<file path="src/rtl/dio_pkg.sv">
package dio_pkg;
  typedef enum logic {
    REG_DATA = 1'b0,
    REG_CTRL = 1'b1
  } dio_reg_e;
endpackage

</file>
<file path="src/rtl/dio_sync.sv">
// Multi-stage level synchronizer, one chain per bit.
module dio_sync #(
  parameter int W      = 6,
  parameter int STAGES = 2
) (
  input  logic         clk,
  input  logic         rst_n,
  input  logic [W-1:0] async_i,
  output logic [W-1:0] sync_o
);
  logic [STAGES-1:0][W-1:0] chain_d;
  logic [STAGES-1:0][W-1:0] chain_q;

  always_comb begin
    chain_d[0] = async_i;
    for (int s = 1; s < STAGES; s++) chain_d[s] = chain_q[s-1];
  end

  always_ff @(posedge clk or negedge rst_n) begin
    if (!rst_n) chain_q <= '0;
    else        chain_q <= chain_d;
  end

  assign sync_o = chain_q[STAGES-1];
endmodule

</file>
<file path="src/rtl/dio_change_det.sv">
// Per-pin edge detection with sticky pending flags.
module dio_change_det #(
  parameter int W = 6
) (
  input  logic         clk,
  input  logic         rst_n,
  input  logic [W-1:0] lvl_i,
  input  logic [W-1:0] watch_i,
  input  logic         clr_i,
  output logic [W-1:0] pend_o
);
  logic [W-1:0] prev_q, prev_d;
  logic [W-1:0] pend_q, pend_d;
  logic [W-1:0] hit;

  for (genvar i = 0; i < W; i++) begin : g_pin
    always_comb begin
      hit[i]    = (lvl_i[i] ^ prev_q[i]) & watch_i[i];
      // a new edge wins over a simultaneous clear
      pend_d[i] = (pend_q[i] & ~clr_i) | hit[i];
    end
  end

  assign prev_d = lvl_i;

  always_ff @(posedge clk or negedge rst_n) begin
    if (!rst_n) begin
      prev_q <= '0;
      pend_q <= '0;
    end else begin
      prev_q <= prev_d;
      pend_q <= pend_d;
    end
  end

  assign pend_o = pend_q;
endmodule

</file>
<file path="src/rtl/dio_regs.sv">
// Control and data registers with read multiplexer.
module dio_regs
  import dio_pkg::*;
#(
  parameter int N  = 6,
  parameter int DW = 12
) (
  input  logic          clk,
  input  logic          rst_n,
  input  logic          wr_stb,
  input  logic          rd_stb,
  input  logic          addr,
  input  logic [DW-1:0] wdata,
  input  logic [N-1:0]  lvl_i,
  input  logic [N-1:0]  pend_i,
  output logic [N-1:0]  dir_o,
  output logic [N-1:0]  ie_o,
  output logic [N-1:0]  out_o,
  output logic          data_rd_o,
  output logic [DW-1:0] rdata
);
  localparam int USED = 2 * N;

  logic          ctrl_we, data_we, ctrl_rd;
  logic [N-1:0]  dir_q, dir_d, ie_q, ie_d, out_q, out_d;
  logic [N-1:0]  pin_view;
  logic [DW-1:0] rd_word;

  assign ctrl_we   = wr_stb && (addr == REG_CTRL);
  assign data_we   = wr_stb && (addr == REG_DATA);
  assign ctrl_rd   = rd_stb && (addr == REG_CTRL);
  assign data_rd_o = rd_stb && (addr == REG_DATA);

  always_comb begin
    dir_d = dir_q;
    ie_d  = ie_q;
    out_d = out_q;
    if (ctrl_we) begin
      dir_d = wdata[N-1:0];
      ie_d  = wdata[USED-1:N];
    end
    if (data_we) out_d = wdata[N-1:0];
  end

  always_ff @(posedge clk or negedge rst_n) begin
    if (!rst_n) begin
      dir_q <= '0;
      ie_q  <= '0;
      out_q <= '0;
    end else begin
      dir_q <= dir_d;
      ie_q  <= ie_d;
      out_q <= out_d;
    end
  end

  assign pin_view = (dir_q & out_q) | (~dir_q & lvl_i);

  always_comb begin
    rd_word = '0;
    if (data_rd_o) begin
      rd_word[N-1:0]    = pin_view;
      rd_word[USED-1:N] = pend_i;
    end else if (ctrl_rd) begin
      rd_word[N-1:0]    = dir_q;
      rd_word[USED-1:N] = ie_q;
    end
  end

  assign rdata = rd_word;
  assign dir_o = dir_q;
  assign ie_o  = ie_q;
  assign out_o = out_q;
endmodule

</file>
<file path="src/rtl/dio_port.sv">
// Top: digital I/O port with change-of-state interrupt.
module dio_port #(
  parameter int NUM_PINS    = 6,
  parameter int DATA_W      = 12,
  parameter int SYNC_STAGES = 2
) (
  input  logic                clk,
  input  logic                rst_n,
  input  logic                bus_sel,
  input  logic                bus_wr,
  input  logic                bus_rd,
  input  logic                bus_addr,
  input  logic [DATA_W-1:0]   bus_wdata,
  output logic [DATA_W-1:0]   bus_rdata,
  input  logic [NUM_PINS-1:0] pin_i,
  output logic [NUM_PINS-1:0] pin_o,
  output logic [NUM_PINS-1:0] pin_oe,
  output logic                irq_pull_low
);
  logic [1:0]          rst_sync_q;
  logic                rst_n_int;
  logic [NUM_PINS-1:0] lvl_sync, ctl_dir, ctl_ie, pend_q;
  logic                data_rd;
  logic                wr_stb, rd_stb;

  always_ff @(posedge clk or negedge rst_n) begin
    if (!rst_n) rst_sync_q <= '0;
    else        rst_sync_q <= {rst_sync_q[0], 1'b1};
  end
  assign rst_n_int = rst_sync_q[1];

  assign wr_stb = bus_sel && bus_wr;
  assign rd_stb = bus_sel && bus_rd;

  dio_sync #(.W(NUM_PINS), .STAGES(SYNC_STAGES)) u_sync (
    .clk(clk), .rst_n(rst_n_int), .async_i(pin_i), .sync_o(lvl_sync)
  );

  dio_regs #(.N(NUM_PINS), .DW(DATA_W)) u_regs (
    .clk(clk), .rst_n(rst_n_int), .wr_stb(wr_stb), .rd_stb(rd_stb),
    .addr(bus_addr), .wdata(bus_wdata), .lvl_i(lvl_sync), .pend_i(pend_q),
    .dir_o(ctl_dir), .ie_o(ctl_ie), .out_o(pin_o), .data_rd_o(data_rd),
    .rdata(bus_rdata)
  );

  dio_change_det #(.W(NUM_PINS)) u_det (
    .clk(clk), .rst_n(rst_n_int), .lvl_i(lvl_sync),
    .watch_i(ctl_ie & ~ctl_dir), .clr_i(data_rd), .pend_o(pend_q)
  );

  assign pin_oe       = ctl_dir;
  assign irq_pull_low = |pend_q;
endmodule

</file>
<file path="config.mk">
export PLATFORM = sky130hd
export DESIGN_NAME = dio_port
export DESIGN_NICKNAME = d
export VERILOG_FILES = /design/src/rtl/dio_pkg.sv /design/src/rtl/dio_sync.sv /design/src/rtl/dio_change_det.sv /design/src/rtl/dio_regs.sv /design/src/rtl/dio_port.sv
export SDC_FILE = /design/constraint.sdc
export NUM_CORES = 1
export LEC_CHECK = 0
export ABC_AREA = 1
export BUFFER_PORTS_ARGS = -buffer_cell sky130_fd_sc_hd__buf_2
export CAP_MARGIN = 20
export CORE_MARGIN = 2
export CORE_UTILIZATION = 55
export CTS_BUF_LIST = sky130_fd_sc_hd__clkbuf_8
export DETAILED_ROUTE_END_ITERATION = 8
export PLACE_DENSITY = 0.93
export SLEW_MARGIN = 20
export SYNTH_ARGS = -nofsm -noshare
export SYNTH_HDL_FRONTEND = slang
export SYNTH_SLANG_ARGS = --single-unit
</file>
<file path="constraint.sdc">
create_clock -name clk -period 2.29 [get_ports clk]
set_input_delay 0.687 -clock clk [delete_from_list [all_inputs] [get_ports clk]]
set_output_delay 0.687 -clock clk [all_outputs]
set_load 0.05 [all_outputs]
</file>
Yosys cells after proc, flatten, opt, wreduce, memory -nomap -nowiden
Index checks and enable logic that the tools add are counted.
- word-level logic and storage cells: 48
- input bits: 24
- flip-flop bits (word level): 44
- bitwise gates (word level): 31
- mux-type cells: 2
- reductions and logical operators: 7
- operators by type and width (cell ; count):
    12-bit two-way mux ; 2
    6-bit AND ; 3
    1-bit AND ; 12
    1-bit logical AND ; 6
    6-bit inverter ; 1
    1-bit bitwise OR ; 6
    6-bit bitwise OR ; 1
    6-bit OR reduction ; 1
    1-bit XOR ; 6
    1-bit inverter ; 2

Depth between registers and ports, before layout
- word-level depth: 5
- gate-level depth with buffers: 5
- depth with buffers taken out: 5

By module
A second synthesis with hierarchy kept.
- cells, all modules: 229
- area total of the unflattened synthesis: 1900.6 um2
- by module, submodules not included (module ; seq. area each (um2) ; cells each ; times used ; area each (um2)):
    dio_regs ; 450.4 ; 139 ; 1 ; 1001.0
    dio_change_det ; 300.3 ; 55 ; 1 ; 469.2
    dio_sync ; 300.3 ; 12 ; 1 ; 300.3
    dio_port ; 50.0 ; 23 ; 1 ; 130.1

Worst setup path after synthesis
Ideal clock, no wire load.
- kind: input to output
- start: input port bus_rd
- end: output port bus_rdata[2]
- stages on the path: 5
- required time: 1603 ps
- setup slack: 186 ps
- arrival: 1417 ps
- buffers on the path: 1
- path through: nand2_1 > nor2_1 > buf_4 > nand2_1 > nand2_1
- word-level cells in the longest chain between the ends: 4
- ends and longest elaborated chain (element ; RTL line ; RTL):
    from (decl) ; dio_port.sv:11 ; input logic bus_rd,
    1-bit logical AND * ; dio_port.sv:33 ; assign rd_stb = bus_sel && bus_rd;
    1-bit logical AND ; dio_regs.sv:31 ; assign ctrl_rd = rd_stb && (addr == REG_CTRL);
    12-bit two-way mux ; dio_regs.sv:64 ; end else if (ctrl_rd) begin
    12-bit two-way mux * ; dio_regs.sv:61 ; if (data_rd_o) begin
    to (decl) ; dio_port.sv:14 ; output logic [DATA_W-1:0] bus_rdata,
Mark *: on every way between the ends. The rest lies on a longest branch, timed or not.

Worst setup path in the final report
- start: input port bus_rd
- end: output port bus_rdata[9]
Same word-level chain as after synthesis.

==> metrics.md <==
| Metric | Value |
|---|---|
| Setup violations, final | `0` |
| Vias in the first global route | `1538` |
| First-pass GRT wire length | `6900 um` |
| Clk root buf | `clkbuf_8` |
| CP endpoint kind | `output port` |
| Pwr dens | `840 mW/mm^2` |
| Final period util | `96.4%` |
| Postcts setup bufs | `0` |
| GRT met3 Usage | `under 10%` |
| RSZ-0062 raised after global routing | `no` |
| CP Max Fanout | `6` |
| Grt peak-use layer | `met2` |
| Post-synth net total | `255` |
| DP Worst Slack | `0.0882 ns` |
| Power Total | `1930 uW` |
| Port Buffers | `between 40 and 50` |
| Routability cong. | `0.855` |
| GRT Residual Overflow | `0` |
| Sw Share | `35.5%` |
| Hold crit path type | `reg -> async` |
| Run status | `finished clean` |
| Iteration count of the initial detailed-routing pass | `4` |
| DR WL/cell | `about 12 um` |
| Met2 Track Usage GR | `37.2%` |
| Hpwl dp | `2980 um` |
| Global router's overall resource usage | `22.9%` |
| Static leakage | `0.00136 uW` |
| DR iter-0 viols | `89` |
| VDD IR max | `0.554 mV` |
| Clock Skews | `0.00802 ns` |
| Cell row count | `21` |
| CTS max path bufs | `2` |
| Fmax | `about 450 MHz` |
| Via density | `between 5 and 6` |
| Clk slew on worst S/H paths | `0.07 ns` |
| Logic pwr share | `24.0%` |
| Post-route setup slack | `roughly 0.083 ns` |
| Die ar. | `0.00394 mm^2` |
| DRC viols | `0` |
| # IOs | `49` |
| Net count, final | `310` |
| Final Hold Fails | `0` |
| Max Cap Violations | `0` |
| R2R cell count | `3` |
| Post-CTS Resized | `0` |
| Die Ht | `~63 um` |
| Post-Route Utilization | `69.0%` |
| YS warnings | `0` |
| Total negative slack | `0 ns` |
| Post-synthesis sequential area ratio | `58.0%` |
| GRT met1 Usage | `roughly 29%` |
| Initial core utilization | `between 50 and 60%` |
| Share of cells above drive strength 1 | `around 23%` |
| Cts bufs inserted | `5` |
| Clk sinks | `44` |
| Number of synthesized register bits | `44` |
| Yosys cell types | `11` |
| Min cycle time layout | `2.21 ns` |
| Worst Hold Slack | `0.0179 ns` |
| N_diodes | `0` |
| Crit Path Class | `in -> out` |
| Worst EP arrival | `1.52 ns` |
| Switching pwr | `685 uW` |
| # fillers | `292` |
| Cell area after synthesis | `0.00190 mm^2` |
| DR vias | `1672` |
| Most common cell after layout, fill and taps aside | `nand2_1` |
| Final antenna-violating net count | `0` |
| Gate count of the mapped netlist | `approximately 230` |
| CTS Hold Bufs | `0` |
| CTS tree | `built` |
| Core area | `0.00334 mm^2` |
| H-tree depth | `2` |
| Synthesized area per cell | `~8.2 um^2` |
| Sequential Power Share | `approximately half` |
| Area growth syn-to-layout | `21.2%` |
| Worst Path Required | `1.60 ns` |
| Fin. max-slew vios | `0` |
| Pin count of the biggest net entering global routing | `42` |
| Skew-Pair Late Insertion Delay | `0.30 ns` |
| Clock Power Share | `25.3%` |
| Die W | `roughly 63 um` |
| CP Launch Type | `primary input` |
| Leading cell types in the layout, fill and taps excluded | `nand2_1, buf_2, dfrtp_1` |
| Int Power | `1250 uW` |
| Antenna violations before repair | `0` |
| Post-Route WL | `~4000 um` |
==> worst max-delay path, stage by stage <==
cell and delay (ns):
buf_2 0.10, nand2_1 0.05, nor2_1 0.12, buf_4 0.16
nand2_1 0.05, nand2_1 0.08, buf_2 0.26
==> cells in the mapped netlist <==
cell     count  share of area [%]
nand2_1     91                 18
nor2_1      10                2.0
conb_1       1               0.20
inv_1       37                7.3
o21ai_1     12                3.2
nand3_2      1               0.53
buf_2        5                1.3
dfrtp_1     44                 58
nand3_1      9                2.4
nand4_1     18                5.9
buf_4        3                1.2
==> path summary, 6_finish.rpt <==
check	from	end	slack (ns)
hold / removal	rst_sync_q[1]	u_sync.chain_d[9]	0.02
max in group asynchronous	rst_sync_q[1]	u_det.prev_q[0]	1.61
min in group clk	u_sync.chain_d[7]	u_sync.sync_o[1]	0.35
hold reg to reg	rst_sync_q[1]	u_sync.chain_d[9]	0.02
setup reg to reg	u_regs.dir_o[1]	u_det.pend_o[1]	1.51
setup / recovery	bus_rd	bus_rdata[9]	0.08
==> through the flow <==
step | instance area [um^2] | cells
detailed placement | 2210 | 325
global route | 2300 | 333
floorplan | 1900 | 231
global placement | 2210 | 325
CTS | 2300 | 333
finish | 2300 | 333
==> cell type report <==
| cell class | count | area, um^2 | share of cell area, % |
|---|---|---|---|
| flip-flops and latches | 44 | 1100 | 47.9 |
| repair buffers | 56 | 300 | 13.1 |
| inverters | 37 | 139 | 6.04 |
| clock inverters | 2 | 10.0 | 0.435 |
| well taps | 46 | 57.6 | 2.50 |
| clock buffers | 6 | 82.6 | 3.59 |
| multi-input cells | 142 | 611 | 26.5 |
==> per-layer routing <==
| metal | vias to the layer above | part of all wire [%] | wire length [um] |
|---|---|---|---|
| li1 | 821 | - | - |
| met1 | 783 | 43 | 1700 |
| met2 | 62 | 49 | 1970 |
| met3 | 6 | 6.6 | 264 |
| met4 | 0 | 1.6 | 65 |
| met5 | - | 0 | 0 |
==> flip-flops by register name, summed over array words and instances (netlist names) <==
| signal | flops |
|---|---|
| rst_sync_q | 2 |
| u_det.pend_o | 6 |
| u_det.prev_q | 6 |
| u_regs.dir_o | 6 |
| u_regs.ie_o | 6 |
| u_regs.out_o | 6 |
| u_sync.chain_d | 6 |
| u_sync.sync_o | 6 |
==> kinds of logic (layout without fill, tap and decap cells) <==
kind of cell    after synthesis  after routing  share of synthesized area [%]
flops                        44             44                           58.0
other cells                   1              1                          0.198
compound gates               12             12                           3.16
buf+inv                      45            101                           9.82
simple gates                129            129                           28.8
==> power groups by stage <==
stage / sequential [uW] / combinational (uW) / clock [uW]
after floorplan: 1090 / 221 / 0
after global placement: 987 / 451 / 0
after detailed placement: 991 / 467 / 0
after CTS: 977 / 468 / 501
after global routing: 992 / 509 / 542
final: 979 / 464 / 489
No activity file was read; power rests on OpenSTA's default activity.
